==> src/rtl/spi_msg_pkg.sv <==
package spi_msg_pkg;

  typedef enum logic [1:0] {
    MT_DUPLEX  = 2'd0,
    MT_WRITE   = 2'd1,
    MT_PREPEND = 2'd2,
    MT_RSVD    = 2'd3
  } msg_type_e;

  typedef enum logic [1:0] {
    ST_IDLE  = 2'd0,
    ST_LOAD  = 2'd1,
    ST_SHIFT = 2'd2,
    ST_GAP   = 2'd3
  } eng_state_e;

  // status bit positions (decoded by software)
  localparam int SB_DONE  = 0;
  localparam int SB_RXOVF = 1;
  localparam int SB_TXUNF = 2;
  localparam int SB_TXOVF = 3;
  localparam int SB_RXUNF = 4;

  localparam logic [3:0] OP_START = 4'h3;

  typedef struct packed {
    msg_type_e  mtype;
    logic [3:0] prep;
    logic       lsb;
    logic       three;
    logic [3:0] slave;
    logic [2:0] ssoff;
  } msg_cfg_t;

  // SCK half-period in system clocks for a rate code
  function automatic int unsigned half_period(input logic [2:0] code,
                                              input int unsigned base);
    int unsigned r;
    case (code)
      3'd7:    r = base;
      3'd0:    r = (base * 5) / 4;
      default: r = base << (32'd7 - 32'(code));
    endcase
    return r;
  endfunction

endpackage

==> src/rtl/spi_byte_buf.sv <==
module spi_byte_buf #(
  parameter int DEPTH = 32,
  localparam int IDX_W = $clog2(DEPTH)
) (
  input  logic             clk,
  input  logic             we,
  input  logic [IDX_W-1:0] widx,
  input  logic [7:0]       wdata,
  input  logic [IDX_W-1:0] ridx,
  output logic [7:0]       rdata
);

  logic [7:0] mem [DEPTH];

  always_ff @(posedge clk) begin
    if (we) mem[widx] <= wdata;
  end

  assign rdata = mem[ridx];

endmodule

==> src/rtl/spi_clk_div.sv <==
module spi_clk_div #(
  parameter int HALF_BASE = 4,
  localparam int DIV_W = $clog2(HALF_BASE * 64 + 1)
) (
  input  logic       clk,
  input  logic       rst_n,
  input  logic       run,
  input  logic [2:0] code,
  output logic       tick
);

  logic [DIV_W-1:0] cnt_q, cnt_d, half_m1;

  assign half_m1 = DIV_W'(spi_msg_pkg::half_period(code, HALF_BASE) - 1);
  assign tick    = run && (cnt_q == half_m1);

  always_comb begin
    if (!run || tick) cnt_d = '0;
    else              cnt_d = cnt_q + 1'b1;
  end

  always_ff @(posedge clk or negedge rst_n) begin
    if (!rst_n) cnt_q <= '0;
    else        cnt_q <= cnt_d;
  end

endmodule

==> src/rtl/spi_shift_core.sv <==
module spi_shift_core
  import spi_msg_pkg::*;
#(
  parameter int CNT_W    = 8,
  parameter int TX_IDX_W = 5,
  parameter int RX_IDX_W = 5,
  parameter int NUM_CS   = 8,
  localparam int TOT_W   = CNT_W + 1
) (
  input  logic                clk,
  input  logic                rst_n,
  input  logic                start,
  input  logic [CNT_W-1:0]    count,
  input  msg_cfg_t            cfg,
  input  logic [7:0]          fill,
  input  logic                tick,
  input  logic [7:0]          tx_byte,
  input  logic                mosi_i,
  input  logic                miso_i,
  output logic                run_div,
  output logic [TX_IDX_W-1:0] tx_idx,
  output logic                rx_we,
  output logic [RX_IDX_W-1:0] rx_idx,
  output logic [7:0]          rx_byte,
  output logic                sck,
  output logic                mosi_o,
  output logic                mosi_oe,
  output logic [NUM_CS-1:0]   cs_n,
  output logic                busy,
  output logic                done
);

  eng_state_e       st_q, st_d;
  msg_cfg_t         cfg_q, cfg_d;
  logic [CNT_W-1:0] cnt_q, cnt_d;
  logic [TOT_W-1:0] byte_q, byte_d;
  logic [2:0]       bit_q, bit_d, gap_q, gap_d;
  logic             sck_q, sck_d;
  logic [7:0]       sh_q, sh_d, rsh_q, rsh_d;

  logic [TOT_W-1:0] pre, total;
  logic             in_read, store, samp, cs_act;
  logic [7:0]       rsh_nx;

  assign pre     = (cfg_q.mtype == MT_PREPEND) ? TOT_W'(cfg_q.prep) : '0;
  assign total   = pre + TOT_W'(cnt_q);
  assign in_read = (cfg_q.mtype == MT_PREPEND) && (byte_q >= pre);
  assign store   = (cfg_q.mtype == MT_PREPEND) ? in_read : (cfg_q.mtype != MT_WRITE);
  assign samp    = cfg_q.three ? mosi_i : miso_i;
  assign rsh_nx  = cfg_q.lsb ? {samp, rsh_q[7:1]} : {rsh_q[6:0], samp};

  assign tx_idx  = TX_IDX_W'(byte_q);
  assign rx_idx  = RX_IDX_W'(byte_q - pre);
  assign rx_byte = rsh_q;
  assign sck     = sck_q;
  assign mosi_o  = cfg_q.lsb ? sh_q[0] : sh_q[7];
  assign busy    = (st_q != ST_IDLE);
  assign run_div = (st_q == ST_SHIFT) || (st_q == ST_GAP);
  assign cs_act  = (st_q == ST_LOAD) || (st_q == ST_SHIFT);
  assign mosi_oe = !(busy && cfg_q.three && in_read);

  for (genvar g = 0; g < NUM_CS; g++) begin : g_cs
    assign cs_n[g] = !(cs_act && (cfg_q.slave == 4'(g)));
  end

  always_comb begin
    st_d   = st_q;
    cfg_d  = cfg_q;
    cnt_d  = cnt_q;
    byte_d = byte_q;
    bit_d  = bit_q;
    gap_d  = gap_q;
    sck_d  = sck_q;
    sh_d   = sh_q;
    rsh_d  = rsh_q;
    rx_we  = 1'b0;
    done   = 1'b0;
    case (st_q)
      ST_IDLE: if (start) begin
        st_d   = ST_LOAD;
        cfg_d  = cfg;
        cnt_d  = count;
        byte_d = '0;
      end
      ST_LOAD: begin
        sh_d  = in_read ? fill : tx_byte;
        bit_d = '0;
        sck_d = 1'b0;
        st_d  = ST_SHIFT;
      end
      ST_SHIFT: if (tick) begin
        if (!sck_q) begin
          sck_d = 1'b1;
          rsh_d = rsh_nx;
        end else begin
          sck_d = 1'b0;
          if (bit_q == 3'd7) begin
            rx_we = store;
            if (byte_q == total - 1'b1) begin
              st_d  = ST_GAP;
              gap_d = '0;
            end else begin
              st_d   = ST_LOAD;
              byte_d = byte_q + 1'b1;
            end
          end else begin
            bit_d = bit_q + 1'b1;
            sh_d  = cfg_q.lsb ? {1'b0, sh_q[7:1]} : {sh_q[6:0], 1'b0};
          end
        end
      end
      ST_GAP: if (tick) begin
        if (gap_q == cfg_q.ssoff) begin
          st_d = ST_IDLE;
          done = 1'b1;
        end else begin
          gap_d = gap_q + 1'b1;
        end
      end
      default: st_d = ST_IDLE;
    endcase
  end

  always_ff @(posedge clk or negedge rst_n) begin
    if (!rst_n) begin
      st_q   <= ST_IDLE;
      cfg_q  <= '0;
      cnt_q  <= '0;
      byte_q <= '0;
      bit_q  <= '0;
      gap_q  <= '0;
      sck_q  <= 1'b0;
      sh_q   <= '0;
      rsh_q  <= '0;
    end else begin
      st_q   <= st_d;
      cfg_q  <= cfg_d;
      cnt_q  <= cnt_d;
      byte_q <= byte_d;
      bit_q  <= bit_d;
      gap_q  <= gap_d;
      sck_q  <= sck_d;
      sh_q   <= sh_d;
      rsh_q  <= rsh_d;
    end
  end

endmodule

==> src/rtl/spi_msg_engine.sv <==
module spi_msg_engine
  import spi_msg_pkg::*;
#(
  parameter int ADDR_W    = 8,
  parameter int TX_DEPTH  = 32,
  parameter int RX_DEPTH  = 32,
  parameter int CNT_W     = 8,
  parameter int NUM_CS    = 8,
  parameter int HALF_BASE = 4
) (
  input  logic              clk,
  input  logic              rst_n,
  input  logic              bus_wr,
  input  logic              bus_rd,
  input  logic [ADDR_W-1:0] bus_addr,
  input  logic [15:0]       bus_wdata,
  output logic [15:0]       bus_rdata,
  output logic              sck_o,
  output logic              mosi_o,
  output logic              mosi_oe,
  input  logic              mosi_i,
  input  logic              miso_i,
  output logic [NUM_CS-1:0] cs_n_o,
  output logic              irq_o
);

  localparam int TX_IDX_W = $clog2(TX_DEPTH);
  localparam int RX_IDX_W = $clog2(RX_DEPTH);
  localparam int LOW_W    = ADDR_W - 2;
  localparam int CTL_W    = CNT_W + 2;
  localparam logic [LOW_W-1:0] A_CMD = LOW_W'(0), A_CTL = LOW_W'(1), A_CLK = LOW_W'(2),
                               A_FILL = LOW_W'(3), A_MASK = LOW_W'(4), A_STAT = LOW_W'(5);

  logic [15:0]      cmd_q, cmd_d;
  logic [CTL_W-1:0] ctl_q, ctl_d;
  logic [7:0]       clkr_q, clkr_d, fill_q, fill_d;
  logic [4:0]       mask_q, mask_d, stat_q, stat_d, stat_set, stat_clr;
  logic [15:0]      rdata_q, rdata_d;

  logic [1:0]       region;
  logic [LOW_W-1:0] low;
  logic             reg_wr, wr_cmd, go, launch;
  msg_type_e        mt;
  logic [CNT_W-1:0] cnt, tx_need, rx_need;
  logic             e_txovf, e_rxovf, e_txunf, e_rxunf;
  msg_cfg_t         cfg;

  logic                tick, run_div, busy, core_done, rx_we;
  logic [TX_IDX_W-1:0] tx_idx;
  logic [RX_IDX_W-1:0] rx_idx;
  logic [7:0]          tx_byte, rx_byte, rx_rd;

  assign region = bus_addr[ADDR_W-1 -: 2];
  assign low    = bus_addr[LOW_W-1:0];
  assign reg_wr = bus_wr && (region == 2'd0);
  assign wr_cmd = reg_wr && (low == A_CMD);

  // start validation
  assign mt      = msg_type_e'(ctl_q[CTL_W-1:CNT_W]);
  assign cnt     = ctl_q[CNT_W-1:0];
  assign tx_need = (mt == MT_PREPEND) ? CNT_W'(bus_wdata[11:8]) : cnt;
  assign rx_need = (mt == MT_WRITE) ? '0 : cnt;
  assign e_txovf = 32'(tx_need) > TX_DEPTH;
  assign e_rxovf = 32'(rx_need) > RX_DEPTH;
  assign e_txunf = (mt != MT_PREPEND) && (cnt == '0);
  assign e_rxunf = (mt == MT_PREPEND) && (cnt == '0);
  assign go      = wr_cmd && (bus_wdata[3:0] == OP_START) && !busy;
  assign launch  = go && !(e_txovf || e_rxovf || e_txunf || e_rxunf);

  assign cfg.mtype = mt;
  assign cfg.prep  = bus_wdata[11:8];
  assign cfg.lsb   = clkr_q[7];
  assign cfg.three = bus_wdata[12];
  assign cfg.slave = bus_wdata[7:4];
  assign cfg.ssoff = clkr_q[5:3];

  always_comb begin
    stat_set           = '0;
    stat_set[SB_DONE]  = core_done;
    stat_set[SB_RXOVF] = go && e_rxovf;
    stat_set[SB_TXUNF] = go && e_txunf;
    stat_set[SB_TXOVF] = go && e_txovf;
    stat_set[SB_RXUNF] = go && e_rxunf;
    stat_clr = (reg_wr && (low == A_STAT)) ? bus_wdata[4:0] : '0;
    stat_d   = (stat_q & ~stat_clr) | stat_set;

    cmd_d  = wr_cmd ? bus_wdata : cmd_q;
    ctl_d  = (reg_wr && (low == A_CTL))  ? bus_wdata[CTL_W-1:0] : ctl_q;
    clkr_d = (reg_wr && (low == A_CLK))  ? bus_wdata[7:0] : clkr_q;
    fill_d = (reg_wr && (low == A_FILL)) ? bus_wdata[7:0] : fill_q;
    mask_d = (reg_wr && (low == A_MASK)) ? bus_wdata[4:0] : mask_q;

    rdata_d = rdata_q;
    if (bus_rd) begin
      rdata_d = '0;
      if (region == 2'd0) begin
        case (low)
          A_CMD:   rdata_d = cmd_q;
          A_CTL:   rdata_d = 16'(ctl_q);
          A_CLK:   rdata_d = 16'(clkr_q);
          A_FILL:  rdata_d = 16'(fill_q);
          A_MASK:  rdata_d = 16'(mask_q);
          A_STAT:  rdata_d = 16'(stat_q);
          default: rdata_d = '0;
        endcase
      end else if (region == 2'd2 && 32'(low) < RX_DEPTH) begin
        rdata_d = 16'(rx_rd);
      end
    end
  end

  always_ff @(posedge clk or negedge rst_n) begin
    if (!rst_n) begin
      cmd_q   <= '0;
      ctl_q   <= '0;
      clkr_q  <= 8'h10;
      fill_q  <= 8'hFF;
      mask_q  <= '0;
      stat_q  <= '0;
      rdata_q <= '0;
    end else begin
      cmd_q   <= cmd_d;
      ctl_q   <= ctl_d;
      clkr_q  <= clkr_d;
      fill_q  <= fill_d;
      mask_q  <= mask_d;
      stat_q  <= stat_d;
      rdata_q <= rdata_d;
    end
  end

  assign bus_rdata = rdata_q;
  assign irq_o     = |(stat_q & mask_q);

  spi_byte_buf #(.DEPTH(TX_DEPTH)) tx_buf_i (
    .clk   (clk),
    .we    (bus_wr && (region == 2'd1) && (32'(low) < TX_DEPTH)),
    .widx  (low[TX_IDX_W-1:0]),
    .wdata (bus_wdata[7:0]),
    .ridx  (tx_idx),
    .rdata (tx_byte)
  );

  spi_byte_buf #(.DEPTH(RX_DEPTH)) rx_buf_i (
    .clk   (clk),
    .we    (rx_we),
    .widx  (rx_idx),
    .wdata (rx_byte),
    .ridx  (low[RX_IDX_W-1:0]),
    .rdata (rx_rd)
  );

  spi_clk_div #(.HALF_BASE(HALF_BASE)) div_i (
    .clk   (clk),
    .rst_n (rst_n),
    .run   (run_div),
    .code  (clkr_q[2:0]),
    .tick  (tick)
  );

  spi_shift_core #(
    .CNT_W(CNT_W), .TX_IDX_W(TX_IDX_W), .RX_IDX_W(RX_IDX_W), .NUM_CS(NUM_CS)
  ) core_i (
    .clk     (clk),
    .rst_n   (rst_n),
    .start   (launch),
    .count   (cnt),
    .cfg     (cfg),
    .fill    (fill_q),
    .tick    (tick),
    .tx_byte (tx_byte),
    .mosi_i  (mosi_i),
    .miso_i  (miso_i),
    .run_div (run_div),
    .tx_idx  (tx_idx),
    .rx_we   (rx_we),
    .rx_idx  (rx_idx),
    .rx_byte (rx_byte),
    .sck     (sck_o),
    .mosi_o  (mosi_o),
    .mosi_oe (mosi_oe),
    .cs_n    (cs_n_o),
    .busy    (busy),
    .done    (core_done)
  );

endmodule

==> config.mk <==
export PLATFORM = sky130hd
export DESIGN_NAME = spi_msg_engine
export DESIGN_NICKNAME = d
export VERILOG_FILES = /design/src/rtl/spi_msg_pkg.sv /design/src/rtl/spi_byte_buf.sv /design/src/rtl/spi_clk_div.sv /design/src/rtl/spi_shift_core.sv /design/src/rtl/spi_msg_engine.sv
export SDC_FILE = /design/constraint.sdc
export NUM_CORES = 1
export LEC_CHECK = 0
export BUFFER_PORTS_ARGS = -buffer_cell sky130_fd_sc_hd__buf_2
export CORE_MARGIN = 2
export CORE_UTILIZATION = 35
export CTS_CLUSTER_DIAMETER = 80
export DETAILED_ROUTE_END_ITERATION = 12
export PLACE_DENSITY = 0.51
export SLEW_MARGIN = 20
export SYNTH_ARGS = -nofsm -noshare
export SYNTH_HDL_FRONTEND = slang
export SYNTH_SLANG_ARGS = --single-unit
==> constraint.sdc <==
create_clock -name clk -period 4.09 [get_ports clk]
set_input_delay 0.409 -clock clk [delete_from_list [all_inputs] [get_ports clk]]
set_output_delay 0.409 -clock clk [all_outputs]
set_load 0.01 [all_outputs]
# Word-level counts from Yosys, hierarchy flattened
# Memory sizes are Yosys's and may differ from the RTL's.
# Index checks and enable logic that the tools add are counted.
# classes
order_cmp	4
n_bitwise	5
eq_ne	38
shift	1
reduce_logical	67
addsub	9
muxes	58
# op_table
cell	n
16-bit case mux with 6 select lines	1
8-bit two-way mux	9
9-bit two-way mux	6
9-bit case mux with 2 select lines	2
3-bit by 32-bit << shifter with 9-bit output (first input constant)	1
1-bit logical AND	31
3-bit two-way mux	9
9-bit by 1-bit adder with 9-bit output (second input constant)	2
9-bit equality test	2
2-bit != test (second input constant)	9
9-bit by 1-bit subtractor with 9-bit output (second input constant)	2
4-bit by 3-bit equality test with 1-bit output (second input constant)	4
8-bit by 6-bit > comparator with 1-bit output (second input constant)	2
1-bit two-way mux	16
16-bit two-way mux	1
8-bit case mux with 2 select lines	1
2-bit two-way mux	7
4-bit by 2-bit equality test with 1-bit output (second input constant)	3
6-bit by 2-bit equality test with 1-bit output (second input constant)	2
6-bit by 3-bit equality test with 1-bit output (second input constant)	2
1-bit logical NOT	12
3-bit case mux with 2 select lines	2
6-bit AND reduction	2
5-bit AND	2
other kinds (32)	52
# word_totals
ff_bits	134
input_bits	30
output_inout_bits	28
n_memories	2
mem_bits_rw	512
elab_cells	206
# memory_table
memory	words	width	read_ports	rd_ports_with_merged_regs	write_ports	line	source
rx_buf_i.mem	32	8	1	0	1	spi_byte_buf.sv:13	logic [7:0] mem [DEPTH];
tx_buf_i.mem	32	8	1	0	1	spi_byte_buf.sv:13	

# Depth between registers and ports, before layout
# logic_depth
word_depth	11
depth_mapped	15
depth_no_buf	14

# Modules after synthesis
# From an unflattened synthesis, not the netlist that was laid out.
# unflattened
cells_unflattened	1550
hier_area_um2	27453.8
# modules_own_cells
mod	area_per_inst_um2	seq_area_each_um2	n_inst	cells_per_inst
spi_byte_buf	9893.2	7687.4	2	409
spi_shift_core	3794.9	1426.4	1	410
spi_msg_engine	3146.8	1712.9	1	251
spi_clk_div	725.7	225.2	1	71

# Worst setup path before layout
# No wires, ideal clock.
# synth_path
path_kind	register to register
from	reg core_i.cfg_q[13] in the netlist's numbering
to	reg core_i.gap_q[0]
t_arrival_ns	3.613
setup_ns	0.125
path_stages_with_launch	16
synth_period_minus_slack_ns	3.738
t_required_ns	3.965
setup_slack_ns	0.352
n_path_buf	1
cell_sequence	dfrtp_1 > nor2b_1 > clkbuf_1 > nand2_1 > ha_1 > inv_1 > ha_1 > inv_1 > fa_1 > nand2b_1 > a21oi_1 > xnor2_1 > nand4_1 > or4_1 > a221o_1 > mux2_2
# synth_between
elab_chain_cells	7
# synth_lines
element	line	source
from (decl)	spi_shift_core.sv:34	msg_cfg_t cfg_q, cfg_d;
from (signal assigned)	spi_shift_core.sv:137	cfg_q <= cfg_d;
2-bit equality test	spi_shift_core.sv:45	assign pre = (cfg_q.mtype == MT_PREPEND) ? TOT_W'(cfg_q.prep) : '0;
4-bit two-way mux	spi_shift_core.sv:45	
9-bit by 8-bit adder with 9-bit output	spi_shift_core.sv:46	assign total = pre + TOT_W'(cnt_q);
9-bit by 1-bit subtractor with 9-bit output	spi_shift_core.sv:99	if (byte_q == total - 1'b1) begin
9-bit equality test	spi_shift_core.sv:99	
2-bit != test (no line)	n/a	
7-bit AND reduction (no line)	n/a	
to (signal assigned)	spi_shift_core.sv:141	gap_q <= gap_d;
to (decl)	spi_shift_core.sv:37	logic [2:0] bit_q, bit_d, gap_q, gap_d;
# Every way passes these cells.
# A chain may end at the register's enable or synchronous reset.

# Worst setup path after layout
# layout_path
from	reg clkr_q[2]
to	mem rx_buf_i.mem[5][2] (enable)
# layout_between
elab_chain_cells	10
elab_cells_between_ends	12
cone_classes	add/sub: 2; eq/ne: 2; shift: 1; mux: 5; reduce/logical: 2
# layout_lines
element	line	source
from (decl)	spi_msg_engine.sv:36	logic [7:0] clkr_q, clkr_d, fill_q, fill_d;
from (signal assigned)	spi_msg_engine.sv:124	clkr_q <= clkr_d;
3-bit by 3-bit subtractor with 4-bit output	spi_msg_pkg.sv:42	default: r = base << (32'd7 - 32'(code));
3-bit by 32-bit << shifter with 9-bit output	spi_msg_pkg.sv:42	
9-bit case mux with 2 select lines (*)	spi_msg_pkg.sv:39	case (code)
9-bit by 1-bit subtractor with 9-bit output (*)	spi_clk_div.sv:14	assign half_m1 = DIV_W'(spi_msg_pkg::half_period(code, HALF_BASE) - 1);
9-bit equality test (*)	spi_clk_div.sv:15	assign tick = run && (cnt_q == half_m1);
1-bit logical AND (*)	spi_clk_div.sv:15	
1-bit two-way mux (*)	spi_shift_core.sv:91	ST_SHIFT: if (tick) begin
1-bit two-way mux (*)	spi_shift_core.sv:78	case (st_q)
1-bit two-way mux (*)	spi_byte_buf.sv:16	if (we) mem[widx] <= wdata;
1-bit two-way mux (not written as such) (*)	spi_byte_buf.sv:16	
to (decl)	spi_byte_buf.sv:13	
# Every way passes the cells marked *; elsewhere a longest branch is shown, timed or not.

==> flow_metrics.env <==
export IMPL_run_status="finished clean"
export IMPL_drive_above_1_share_pct=28.49
export IMPL_cts_setup_buffers=0
export IMPL_crit_fanout=8
export IMPL_setup_ws_ns=0.3310
export IMPL_slew_headroom_pct=32.81
export IMPL_setup_tns_ns=0
export IMPL_clkLatencyLatePin_ns=0.63
export IMPL_p_per_area_nw_per_um2=533.6
export IMPL_wl_per_cell_um=23.90
export IMPL_async_flop_share_pct=20.74
export IMPL_drt_initial_drc_count=1151
export IMPL_grt_setup_unrepaired="false"
export IMPL_drtPass1Iterations=5
export IMPL_dr_total_vias=14839
export IMPL_reg2regPathDepth=12
export IMPL_initial_core_util_pct=35.31
export IMPL_clock_root_buffer="clkbuf_16"
export IMPL_arrival_ns=4.09
export IMPL_wl_mm=68.15
export IMPL_cts_tree="built"
export IMPL_viasPerCell=5.205
export IMPL_final_antenna_net_count=0
export IMPL_ys_seq_area_share_pct=68.63
export IMPL_die_area_um2=80260
export IMPL_layout_commonest_cell="edfxtp_1"
export IMPL_numCtsBuffers=73
export IMPL_grt_pass1_wl_mm=102.0
export IMPL_ys_warn_count=0
export IMPL_antenna_found_initial=1
export IMPL_post_route_period_util_pct=91.91
export IMPL_layout_common_cells="edfxtp_1, mux4_2, dfrtp_1"
export IMPL_layout_min_cycle_time_ns=3.759
export IMPL_synthesis_nets=1649
export IMPL_r2r_end="rx_buf_i.mem[5][2]$_DFFE_PP_"
export IMPL_slew_violations=0
export IMPL_hp_start="bus_wdata[14]"
export IMPL_netlist_cell_type_count=77
export IMPL_hp_class="input port to flop"
export IMPL_irDropWorstVdd_v=0.0003175
export IMPL_grt_use_total_pct=17.08
export IMPL_path_class="flop to flop"
export IMPL_finalHoldViolCount=0
export IMPL_reg2reg_slack_ns=0.33
export IMPL_whs_ns=0.02903
export IMPL_rows=102
export IMPL_hpwl_mm=44.79
export IMPL_cp_start_kind="flop"
export IMPL_yosys_register_bits=646
export IMPL_grt_overflow=0
export IMPL_worst_hold_path_num_cells=2
export IMPL_critPathRequiredTime_ns=4.42
export IMPL_finClkSkew_ns=0.03316
export IMPL_fmax_mhz=266.0
export IMPL_synth_enable_flop_cells=512
export IMPL_place_inst=2721
export IMPL_maxCapViolCount=0
export IMPL_antennaDiodeCount=0
export IMPL_clock_sinks=646
export IMPL_ios=58
export IMPL_synth_top_flop_cell="edfxtp_1"
export IMPL_die_h_um=283.3
export IMPL_cp_slowest_cell="a2111oi_4"
export IMPL_grt_pass1_vias=15353
export IMPL_path_clk_slew_ns=0.06
export IMPL_dieWidth_um=283.3
export IMPL_r2r_start="clkr_q[2]$_DFFE_PN0P_"
export IMPL_area_delta_synth_final_pct=16.54
export IMPL_endpoint_kind="flop"
export IMPL_port_buffers=57
export IMPL_clockBufferDepth=3
export IMPL_synth_area_um2=27300
export IMPL_critPathMaxStageDelay_ns=0.57
export IMPL_holdPathEnd="cmd_q[14]$_DFFE_PN0P_"
export IMPL_netlist_instances=1591
export IMPL_grt_max_degree=96
export IMPL_final_cells=2851
export IMPL_core_um2=77340
export IMPL_gp_congestion=0.8134
export IMPL_leakage_nw=11.00
export IMPL_syn_avg_cell_area_um2=17.16
export IMPL_h_tree_depth=3
export IMPL_setup_violations=0
export IMPL_nNetsFinal=1816
export IMPL_drc=0
export IMPL_crit_chain="nor3_1, inv_1, o21a_1, ha_1, xnor2_1, a31oi_1, and3_1, o2111ai_2, a2111oi_4, nand3_1, nor2_1, buf_4"
export IMPL_tightestPinTransition_ns=1.008
export IMPL_place_ws_ns=0.2775
## cell families after synthesis
family / synth area share (%)
AO/OA/AOI/OAI: 4.509
adder cells (fa/ha/maj): 1.338
buffers and inverters: 1.929
flip-flops: 68.63
multiplexers: 17.08
AND/OR/NAND/NOR: 5.490
XOR/XNOR: 1.026
## stage by stage
step	cell area [µm²]	power, mW	util, %
final	31820	16.98	41.14
after global placement	29440	10.72	38.07
after CTS	31820	17.22	41.14
after detailed placement	29440	10.76	38.07
after floorplan	27300	9.656	-
after global routing	31820	17.70	41.14
## worst max-delay path by stage
stage	slack, ns	to	startpoint	cells past startpoint
final	0.33	rx_buf_i.mem[5][2]$_DFFE_PP_	clkr_q[2]$_DFFE_PN0P_	12
after global routing	0.03	core_i.gap_q[0]$_DFFE_PN0P_	core_i.cfg_q[14]$_DFFE_PN0P_	14
after CTS	0.25	core_i.gap_q[0]$_DFFE_PN0P_	core_i.cfg_q[13]$_DFFE_PN0P_	14
after detailed placement	0.28	core_i.gap_q[0]$_DFFE_PN0P_	core_i.cfg_q[13]$_DFFE_PN0P_	13
after global placement	0.30	core_i.gap_q[0]$_DFFE_PN0P_	core_i.cfg_q[13]$_DFFE_PN0P_	14
after floorplan	0.35	core_i.gap_q[0]$_DFFE_PN0P_	core_i.cfg_q[13]$_DFFE_PN0P_	15
## synth_stat cells (all sizes together), types with 3 or more instances
library cell  count  area, µm²
edfxtp          512      15370
mux4            168       3784
dfrtp           125       3128
nor2            106      397.9
nand2            97      366.6
o21ai            79      395.4
inv              52      195.2
mux2             47      529.3
clkbuf           46      172.7
mux2i            35      350.3
buf              32      155.1
a21oi            29      145.1
nand3            28      140.1
ha               26      325.3
xnor2            17      148.9
xor2             15      131.4
nor2b            11      68.82
nor4             11      75.07
a31oi            10      62.56
dfstp             9      236.5
nand2b            9      56.30
nand3b            8      60.06
a221oi            7      61.31
nor3              7      46.30
o211ai            7      52.55
nand4             6      37.54
nor3b             6      45.04
o21a              6      45.04
o31ai             6      58.81
a211oi            5      47.54
a21o              5      37.54
a2bb2oi           5      43.79
or3               5      31.28
and2              4      25.02
and3              4      25.02
a41oi             3      26.28
o21bai            3      22.52
o22ai             3      18.77
o41ai             3      33.79
or3b              3      26.28
## area by class of cell
class | instances | area [µm²]
clock inverters | 39 | 454.2
clock buffers | 89 | 1897
fillers | 6999 | 45520
inverters | 53 | 198.9
flip-flops and latches | 646 | 18750
repair buffers | 170 | 1162
multi-input cells | 814 | 8059
well taps | 1040 | 1301
## report_power, final
group	switching, mW	internal, mW
Clock	2.75	3.68
Combinational	1.58	1.02
Sequential	0.306	7.65
## state kept, by name, indices dropped and copies added (netlist names), 5 cells and up
| name | cells |
|---|---|
| bus_rdata | 16 |
| clkr_q | 8 |
| cmd_q | 16 |
| core_i.byte_q | 9 |
| core_i.cfg_q | 15 |
| core_i.cnt_q | 8 |
| core_i.rx_byte | 8 |
| core_i.sh_q | 8 |
| ctl_q | 10 |
| div_i.cnt_q | 9 |
| fill_q | 8 |
| mask_q | 5 |
| rx_buf_i.mem | 256 |
| stat_q | 5 |
| tx_buf_i.mem | 256 |
## worst max-delay path, delay by kind of cell, from the launching register on
family / cells / cell delay [ns]
AOI/OAI and AO/OA: 4 / 1.05
adders and majority gates: 1 / 0.30
buffers and inverters: 2 / 0.32
DFF: 1 / 0.45
and+or+nand+nor: 4 / 1.22
xor gates and xnor gates: 1 / 0.12
## what timing repair did
action | 4_1_cts | 5_1_grt
gates resized for setup | 0 | 1
hold buffers | 2 | 0
endpoints found under the setup margin | 0 | 1
endpoints found under the hold margin | 94 | 0
## layer usage
metal  global-route usage [%]  up-vias  share of wire (%)
li1                         -     6604                  -
met3                    3.003      120                4.8
met4                    5.979        2                3.2
met5                        0        -              0.019
met2                    27.53      343                 48
met1                    23.39     7770                 44
Power figures use the tool's default switching activity.
